===== config.mk =====
export PLATFORM = sky130hd
export DESIGN_NAME = psfb_pwm
export DESIGN_NICKNAME = d
export VERILOG_FILES = /design/src/rtl/psfb_pkg.sv /design/src/rtl/psfb_timebase.sv /design/src/rtl/psfb_phase.sv /design/src/rtl/psfb_deadband.sv /design/src/rtl/psfb_pwm.sv
export SDC_FILE = /design/constraint.sdc
export NUM_CORES = 1
export LEC_CHECK = 0
export ABC_AREA = 1
export BUFFER_PORTS_ARGS = -buffer_cell sky130_fd_sc_hd__buf_2
export CAP_MARGIN = 30
export CORE_MARGIN = 4
export CORE_UTILIZATION = 35
export CTS_BUF_LIST = sky130_fd_sc_hd__clkbuf_4 sky130_fd_sc_hd__clkbuf_8
export DETAILED_ROUTE_END_ITERATION = 8
export SLEW_MARGIN = 0
export SYNTH_ARGS = -nofsm -noshare
export SYNTH_HDL_FRONTEND = slang
export SYNTH_SLANG_ARGS = --single-unit

===== constraint.sdc =====
create_clock -name clk -period 13.71 [get_ports clk]
set_input_delay 0.6855 -clock clk [delete_from_list [all_inputs] [get_ports clk]]
set_output_delay 0.6855 -clock clk [all_outputs]
set_load 0.01 [all_outputs]

===== src/rtl/psfb_pkg.sv =====
// Shared constants and types for the phase-shifted bridge sequencer.
// Assumes exactly two legs; leg 0 is the reference leg, leg 1 the shifted one.
package psfb_pkg;
    localparam int LEG_AB   = 0;
    localparam int LEG_CD   = 1;
    localparam int NUM_LEGS = 2;

    // Drive pair of one leg: hi = first-half switch, lo = second-half switch.
    typedef struct packed {
        logic hi;
        logic lo;
    } leg_drv_t;
endpackage


===== src/rtl/psfb_timebase.sv =====
// Period counter with start-of-period capture of every timing input.
// Assumes PER_MIN >= 4 so the strobe is never on two ticks in a row.
// Inputs are also loaded during reset, so the first period after release
// already runs with the values presented then.
module psfb_timebase #(
    parameter int CNT_W   = 8,
    parameter int DT_W    = 6,
    parameter int PER_MIN = 4
) (
    input  logic                                       clk,
    input  logic                                       rst_n,
    input  logic [CNT_W-1:0]                           period_i,
    input  logic [CNT_W-1:0]                           phase_i,
    input  logic [DT_W-1:0]                            dt_ab_i,
    input  logic [DT_W-1:0]                            dt_cd_i,
    output logic [CNT_W-1:0]                           cnt_o,
    output logic [CNT_W-1:0]                           per_o,
    output logic [CNT_W-1:0]                           half_o,
    output logic [CNT_W-1:0]                           phase_o,
    output logic [psfb_pkg::NUM_LEGS-1:0][DT_W-1:0]    dt_o,
    output logic                                       start_o
);
    import psfb_pkg::*;

    localparam logic [CNT_W-1:0] PER_FLOOR = CNT_W'(PER_MIN);
    localparam logic [CNT_W-1:0] ONE       = CNT_W'(1);

    logic [CNT_W-1:0]                cnt_q;
    logic [CNT_W-1:0]                per_q;
    logic [CNT_W-1:0]                ph_q;
    logic [NUM_LEGS-1:0][DT_W-1:0]   dt_q;
    logic [CNT_W-1:0]                per_req;
    logic                            wrap;

    // Floor the requested period at the minimum legal length.
    always_comb begin
        per_req = (period_i < PER_FLOOR) ? PER_FLOOR : period_i;
    end

    // Last tick of the running period.
    always_comb begin
        wrap = (cnt_q == per_q - ONE);
    end

    // Count ticks, and capture new timing values only on the wrap.
    always_ff @(posedge clk) begin
        if (!rst_n) begin
            cnt_q          <= '0;
            per_q          <= per_req;
            ph_q           <= phase_i;
            dt_q[LEG_AB]   <= dt_ab_i;
            dt_q[LEG_CD]   <= dt_cd_i;
        end else if (wrap) begin
            cnt_q          <= '0;
            per_q          <= per_req;
            ph_q           <= phase_i;
            dt_q[LEG_AB]   <= dt_ab_i;
            dt_q[LEG_CD]   <= dt_cd_i;
        end else begin
            cnt_q          <= cnt_q + ONE;
        end
    end

    // Expose the counter and the captured values.
    always_comb begin
        cnt_o   = cnt_q;
        per_o   = per_q;
        half_o  = per_q >> 1;
        phase_o = ph_q;
        dt_o    = dt_q;
        start_o = (cnt_q == '0);
    end
endmodule


===== src/rtl/psfb_phase.sv =====
// Derives the ideal (dead-time-free) side of each leg from the tick count.
// Leg A-B is on its first side for ticks [0, half). Leg C-D is the same
// pattern delayed by the clamped phase. Assumes cnt < per and half <= per.
module psfb_phase #(
    parameter int CNT_W  = 8,
    parameter int PH_MIN = 2
) (
    input  logic [CNT_W-1:0]                 cnt_i,
    input  logic [CNT_W-1:0]                 per_i,
    input  logic [CNT_W-1:0]                 half_i,
    input  logic [CNT_W-1:0]                 phase_i,
    output logic [psfb_pkg::NUM_LEGS-1:0]    side_o
);
    import psfb_pkg::*;

    localparam logic [CNT_W-1:0] PH_FLOOR = CNT_W'(PH_MIN);

    logic [CNT_W-1:0] ph_eff;
    logic [CNT_W-1:0] pos_cd;

    // Small commands collapse to zero shift; large ones saturate at half period.
    always_comb begin
        if (phase_i < PH_FLOOR) begin
            ph_eff = '0;
        end else if (phase_i > half_i) begin
            ph_eff = half_i;
        end else begin
            ph_eff = phase_i;
        end
    end

    // Position of the shifted leg within its own period, modulo the period.
    always_comb begin
        if (cnt_i >= ph_eff) begin
            pos_cd = cnt_i - ph_eff;
        end else begin
            pos_cd = cnt_i + (per_i - ph_eff);
        end
    end

    // First side is active during the first half of each leg's period.
    always_comb begin
        side_o[LEG_AB] = (cnt_i  < half_i);
        side_o[LEG_CD] = (pos_cd < half_i);
    end
endmodule


===== src/rtl/psfb_deadband.sv =====
// Dead-time inserter for one leg. The ideal side is registered, which
// adds one tick of latency, and the time since its last change is counted.
// The switch of the active side turns on only once that age reaches dt.
// The age saturates, so any dt up to its maximum is honoured.
module psfb_deadband #(
    parameter int DT_W = 6
) (
    input  logic            clk,
    input  logic            rst_n,
    input  logic            side_i,
    input  logic [DT_W-1:0] dt_i,
    output logic            hi_o,
    output logic            lo_o
);
    localparam logic [DT_W-1:0] AGE_MAX = '1;

    logic            side_q;
    logic [DT_W-1:0] age_q;
    logic            settled;

    // Track the side and how many ticks it has held.
    always_ff @(posedge clk) begin
        if (!rst_n) begin
            side_q <= 1'b0;
            age_q  <= '0;
        end else if (side_i != side_q) begin
            side_q <= side_i;
            age_q  <= '0;
        end else if (age_q != AGE_MAX) begin
            age_q  <= age_q + DT_W'(1);
        end
    end

    // Enable the active side's switch after the dead time.
    always_comb begin
        settled = (age_q >= dt_i);
        hi_o    = side_q  & settled;
        lo_o    = ~side_q & settled;
    end
endmodule


===== src/rtl/psfb_pwm.sv =====
// Phase-shifted full-bridge gate sequencer: timebase, phase decode, one
// dead-time inserter per leg (generated), and an asynchronous-path
// force-off gate on the outputs. Assumes the clock is the switching tick.
module psfb_pwm #(
    parameter int CNT_W   = 8,
    parameter int DT_W    = 6,
    parameter int PH_MIN  = 2,
    parameter int PER_MIN = 4
) (
    input  logic             clk,
    input  logic             rst_n,
    input  logic [CNT_W-1:0] period_i,
    input  logic [CNT_W-1:0] phase_i,
    input  logic [DT_W-1:0]  dt_ab_i,
    input  logic [DT_W-1:0]  dt_cd_i,
    input  logic             force_off_i,
    output logic             gate_a_o,
    output logic             gate_b_o,
    output logic             gate_c_o,
    output logic             gate_d_o,
    output logic             cyc_start_o
);
    import psfb_pkg::*;

    logic [CNT_W-1:0]                cnt;
    logic [CNT_W-1:0]                per;
    logic [CNT_W-1:0]                half;
    logic [CNT_W-1:0]                ph_cap;
    logic [NUM_LEGS-1:0][DT_W-1:0]   dt_cap;
    logic                            start;
    logic [NUM_LEGS-1:0]             side;
    leg_drv_t                        drv [NUM_LEGS];
    logic                            enable;

    psfb_timebase #(
        .CNT_W   (CNT_W),
        .DT_W    (DT_W),
        .PER_MIN (PER_MIN)
    ) i_timebase (
        .clk      (clk),
        .rst_n    (rst_n),
        .period_i (period_i),
        .phase_i  (phase_i),
        .dt_ab_i  (dt_ab_i),
        .dt_cd_i  (dt_cd_i),
        .cnt_o    (cnt),
        .per_o    (per),
        .half_o   (half),
        .phase_o  (ph_cap),
        .dt_o     (dt_cap),
        .start_o  (start)
    );

    psfb_phase #(
        .CNT_W  (CNT_W),
        .PH_MIN (PH_MIN)
    ) i_phase (
        .cnt_i   (cnt),
        .per_i   (per),
        .half_i  (half),
        .phase_i (ph_cap),
        .side_o  (side)
    );

    for (genvar g = 0; g < NUM_LEGS; g++) begin : g_leg
        psfb_deadband #(
            .DT_W (DT_W)
        ) i_deadband (
            .clk    (clk),
            .rst_n  (rst_n),
            .side_i (side[g]),
            .dt_i   (dt_cap[g]),
            .hi_o   (drv[g].hi),
            .lo_o   (drv[g].lo)
        );
    end

    // Outputs are live only out of reset and without force-off.
    always_comb begin
        enable      = rst_n & ~force_off_i;
        gate_a_o    = drv[LEG_AB].hi & enable;
        gate_b_o    = drv[LEG_AB].lo & enable;
        gate_c_o    = drv[LEG_CD].hi & enable;
        gate_d_o    = drv[LEG_CD].lo & enable;
        cyc_start_o = start & rst_n;
    end
endmodule



==> flow_summary.json <==
{
  "synth_cell_types": 44,
  "p_per_area_nw_per_um2": 97.7,
  "wire_per_inst_um": 12.3,
  "cp_slowest_stage_delay_ps": 490,
  "finalSetupTns_ps": 0,
  "antenna_found_initial": 0,
  "status": "complete, no violations",
  "avgSynthCellArea_um2": 8.24,
  "seqPwrFrac_pct": 41.5,
  "diodes": 0,
  "synth_edf_count": 28,
  "p_int_uw": 283,
  "cp-start-kind": "flip-flop",
  "maxSlewViolCount": 0,
  "syn_area_um2": 3910,
  "dpl_worst_slack_ps": 8680,
  "synthArstFlopShare_pct": 0,
  "viasPerCell": 4.71,
  "drc_errors": 0,
  "postCtsHoldBufs": 0,
  "detailed_place_hpwl_mm": 6.72,
  "r2r-start": "i_timebase.per_o[6]",
  "period_share_pct": 36.9,
  "port_buffers": 35,
  "dpl_cell_area_um2": 4250,
  "die_h_um": 114,
  "fp.dieW_um": 114,
  "path_class": "flip-flop to flip-flop",
  "hold_path_class": "flip-flop to flip-flop",
  "ctsResizeCount": 0,
  "grt_pass1_vias": 3081,
  "total_power_uw": 427,
  "p_comb_share_pct": 33.3,
  "finClkSkew_ps": 13.3,
  "hold_viol": 0,
  "root_buffer": "clkbuf_8",
  "yosys_most_used_dff": "edfxtp_1",
  "ios": 36,
  "clock_sinks": 50,
  "crit_top_cell": "nand2_1",
  "clock_latency_ps": 310,
  "htreeDepth": 2,
  "fin_hold_ws_ps": 505,
  "fmax_mhz": 198,
  "crit_start": "i_timebase.per_o[6]",
  "cts_made_buffers": 5,
  "synth_area_leaders": "edfxtp_1, ha_1, dfxtp_1",
  "min_from": "g_leg[0].i_deadband.age_q[0]",
  "worstRegToRegCells": 31,
  "areaGrowthSynthToFinish_pct": 11.9,
  "grtUsageTotal_pct": 13.2,
  "nets": 601,
  "ant_nets": 0,
  "fillers": 1065,
  "critical_path_required_ps": 13920,
  "netlist_instances": 474,
  "period_needed_ps": 5060,
  "yosysWarnings": 0,
  "syn-num-nets": 564,
  "clk_pin_slew_worst_paths_ps": 100,
  "endpoint_kind": "flip-flop",
  "synth_top_area_share_pct": 21.5,
  "crit_family": "simple AND/OR/NAND/NOR gates",
  "cp_max_fo": 9,
  "drt_pre_antenna_iters": 4,
  "drive_gt1_share_pct": 13.3,
  "yosysSeqAreaShare_pct": 32.8,
  "maxCapViolations": 0,
  "vias": 3073,
  "rsz0062_at_grt": "false",
  "initial_core_util_pct": 35.9,
  "routabilityCongestion": 0.906,
  "grt_max_degree": 28,
  "crit_buf_inv": 6,
  "p_sw_uw": 144,
  "stdcell_area_um2": 4370,
  "timing.final.ws_setup_ps": 8650,
  "synth-seq-cells": 50,
  "cpMaxStageDelayCell": "fa_1",
  "ir_worst_vdd_mv": 0.0729,
  "p_sw_share_pct": 33.7,
  "fp-row-count": 38,
  "fp.dieArea_um2": 12900,
  "rr_endpoint": "g_leg[1].i_deadband.age_q[5]",
  "holdPathEnd": "g_leg[0].i_deadband.age_q[0]",
  "synth_top_cell_by_area": "edfxtp_1",
  "whs_path_depth": 2,
  "wl_mm": 8.03,
  "core_um2": 10900,
  "slew_headroom_pct": 64.3,
  "cts_tree": "done",
  "critPathArrivalTime_ps": 5270,
  "setup_viol": 0,
  "overflow": 0,
  "grt_pass1_wl_mm": 13.9,
  "p_clk_share_pct": 25.2,
  "worst_pin_slew_ps": 532,
  "drt_iter0_markers": 127,
  "reg2reg_slack_ps": 8650,
  "cts.path.max_buffers": 2,
  "leakage_uw": 0.00209,
  "cts_setup_buffers": 0
}
[power groups by stage]
stage               Combinational (uW)  Sequential (uW)  Clock, uW
floorplan                          110              178          0
global placement                   138              181          0
detailed placement                 142              181          0
CTS                                143              177        111
global route                       165              179        117
finish                             142              177        108
[synth_stat cells, types with 3 or more instances]
cell type and number:
o21a_1 10, ha_1 51, clkbuf_1 5, xnor2_1 11, xor2_1 14, a21oi_1 26, nand3_1 19, inv_1 82
nand3_2 5, edfxtp_1 28, mux2i_1 3, o21ai_0 10, nor2_1 55, nand2_2 6, nor3_1 9, o21ai_1 3
nand2_1 66, inv_2 3, fa_1 8, or2_2 3, nand4_1 6, dfxtp_1 22
[registers in the layout, summed over array words and instances, names as in the netlist]
name and count:
i_timebase.phase_o 8, g_leg.i_deadband.age_q 12, i_timebase.dt_o 12, i_timebase.cnt_o 8
g_leg.i_deadband.side_q 2, i_timebase.per_o 8
[layer usage]
layer,wire length (um),GRT usage (%)
met4,123,4.09
met1,3730,16.4
met5,0,0
met3,221,1.49
met2,3950,23.8
[how the worst max path moves through the flow]
stage | to | slack, ps | depth (start not counted)
2_1_floorplan | g_leg[1].i_deadband.age_q[5] | 9380 | 31
3_3_place_gp | g_leg[1].i_deadband.age_q[5] | 8810 | 31
3_5_place_dp | g_leg[1].i_deadband.age_q[5] | 8680 | 31
4_1_cts | g_leg[1].i_deadband.age_q[5] | 8670 | 31
5_1_grt | g_leg[1].i_deadband.age_q[5] | 8190 | 31
6_report | g_leg[1].i_deadband.age_q[5] | 8650 | 31
[tightest hold or removal path, stage by stage (launching register included)]
cell	delay, ps
dfxtp_1	340
nand2_1	70
a21oi_1	50
[cells by family (layout without fill, tap and decap cells)]
family / after synthesis / in the layout / share of synthesized area (%)
and+or+nand+nor: 180 / 180 / 21.1
AOI/OAI and AO/OA: 64 / 64 / 10.1
muxes: 3 / 3 / 0.769
DFF: 50 / 50 / 32.8
adders and majority gates: 59 / 59 / 20.4
buffers and inverters: 92 / 130 / 9.03
other: 1 / 1 / 0.0960
xor gates and xnor gates: 25 / 25 / 5.61
[layout by cell type (no fill, tap or decap), types with 14 or more instances in the layout]
| master | instances |
|---|---|
| nand3_1 | 19 |
| dfxtp_1 | 22 |
| ha_1 | 51 |
| edfxtp_1 | 28 |
| buf_2 | 35 |
| a21oi_1 | 26 |
| nand2_1 | 66 |
| inv_1 | 82 |
| nor2_1 | 55 |
| xor2_1 | 14 |
[final cells by class]
type                    count  area (um^2)  share of cell area (%)
repair buffers             36          195                    4.47
multi-input cells         332         2280                    52.2
clock inverters             3         47.5                    1.09
well taps                 140          175                    4.01
clock buffers               5         68.8                    1.57
flip-flops and latches     50         1280                    29.3
inverters                  86          323                    7.39
[per-stage QoR]
stage / util [%] / std cells
floorplan: - / 474
global placement: 38.9 / 643
detailed placement: 39.1 / 644
CTS: 40.1 / 652
global route: 40.1 / 652
finish: 40.1 / 652
(Power assumes the default switching activity.)
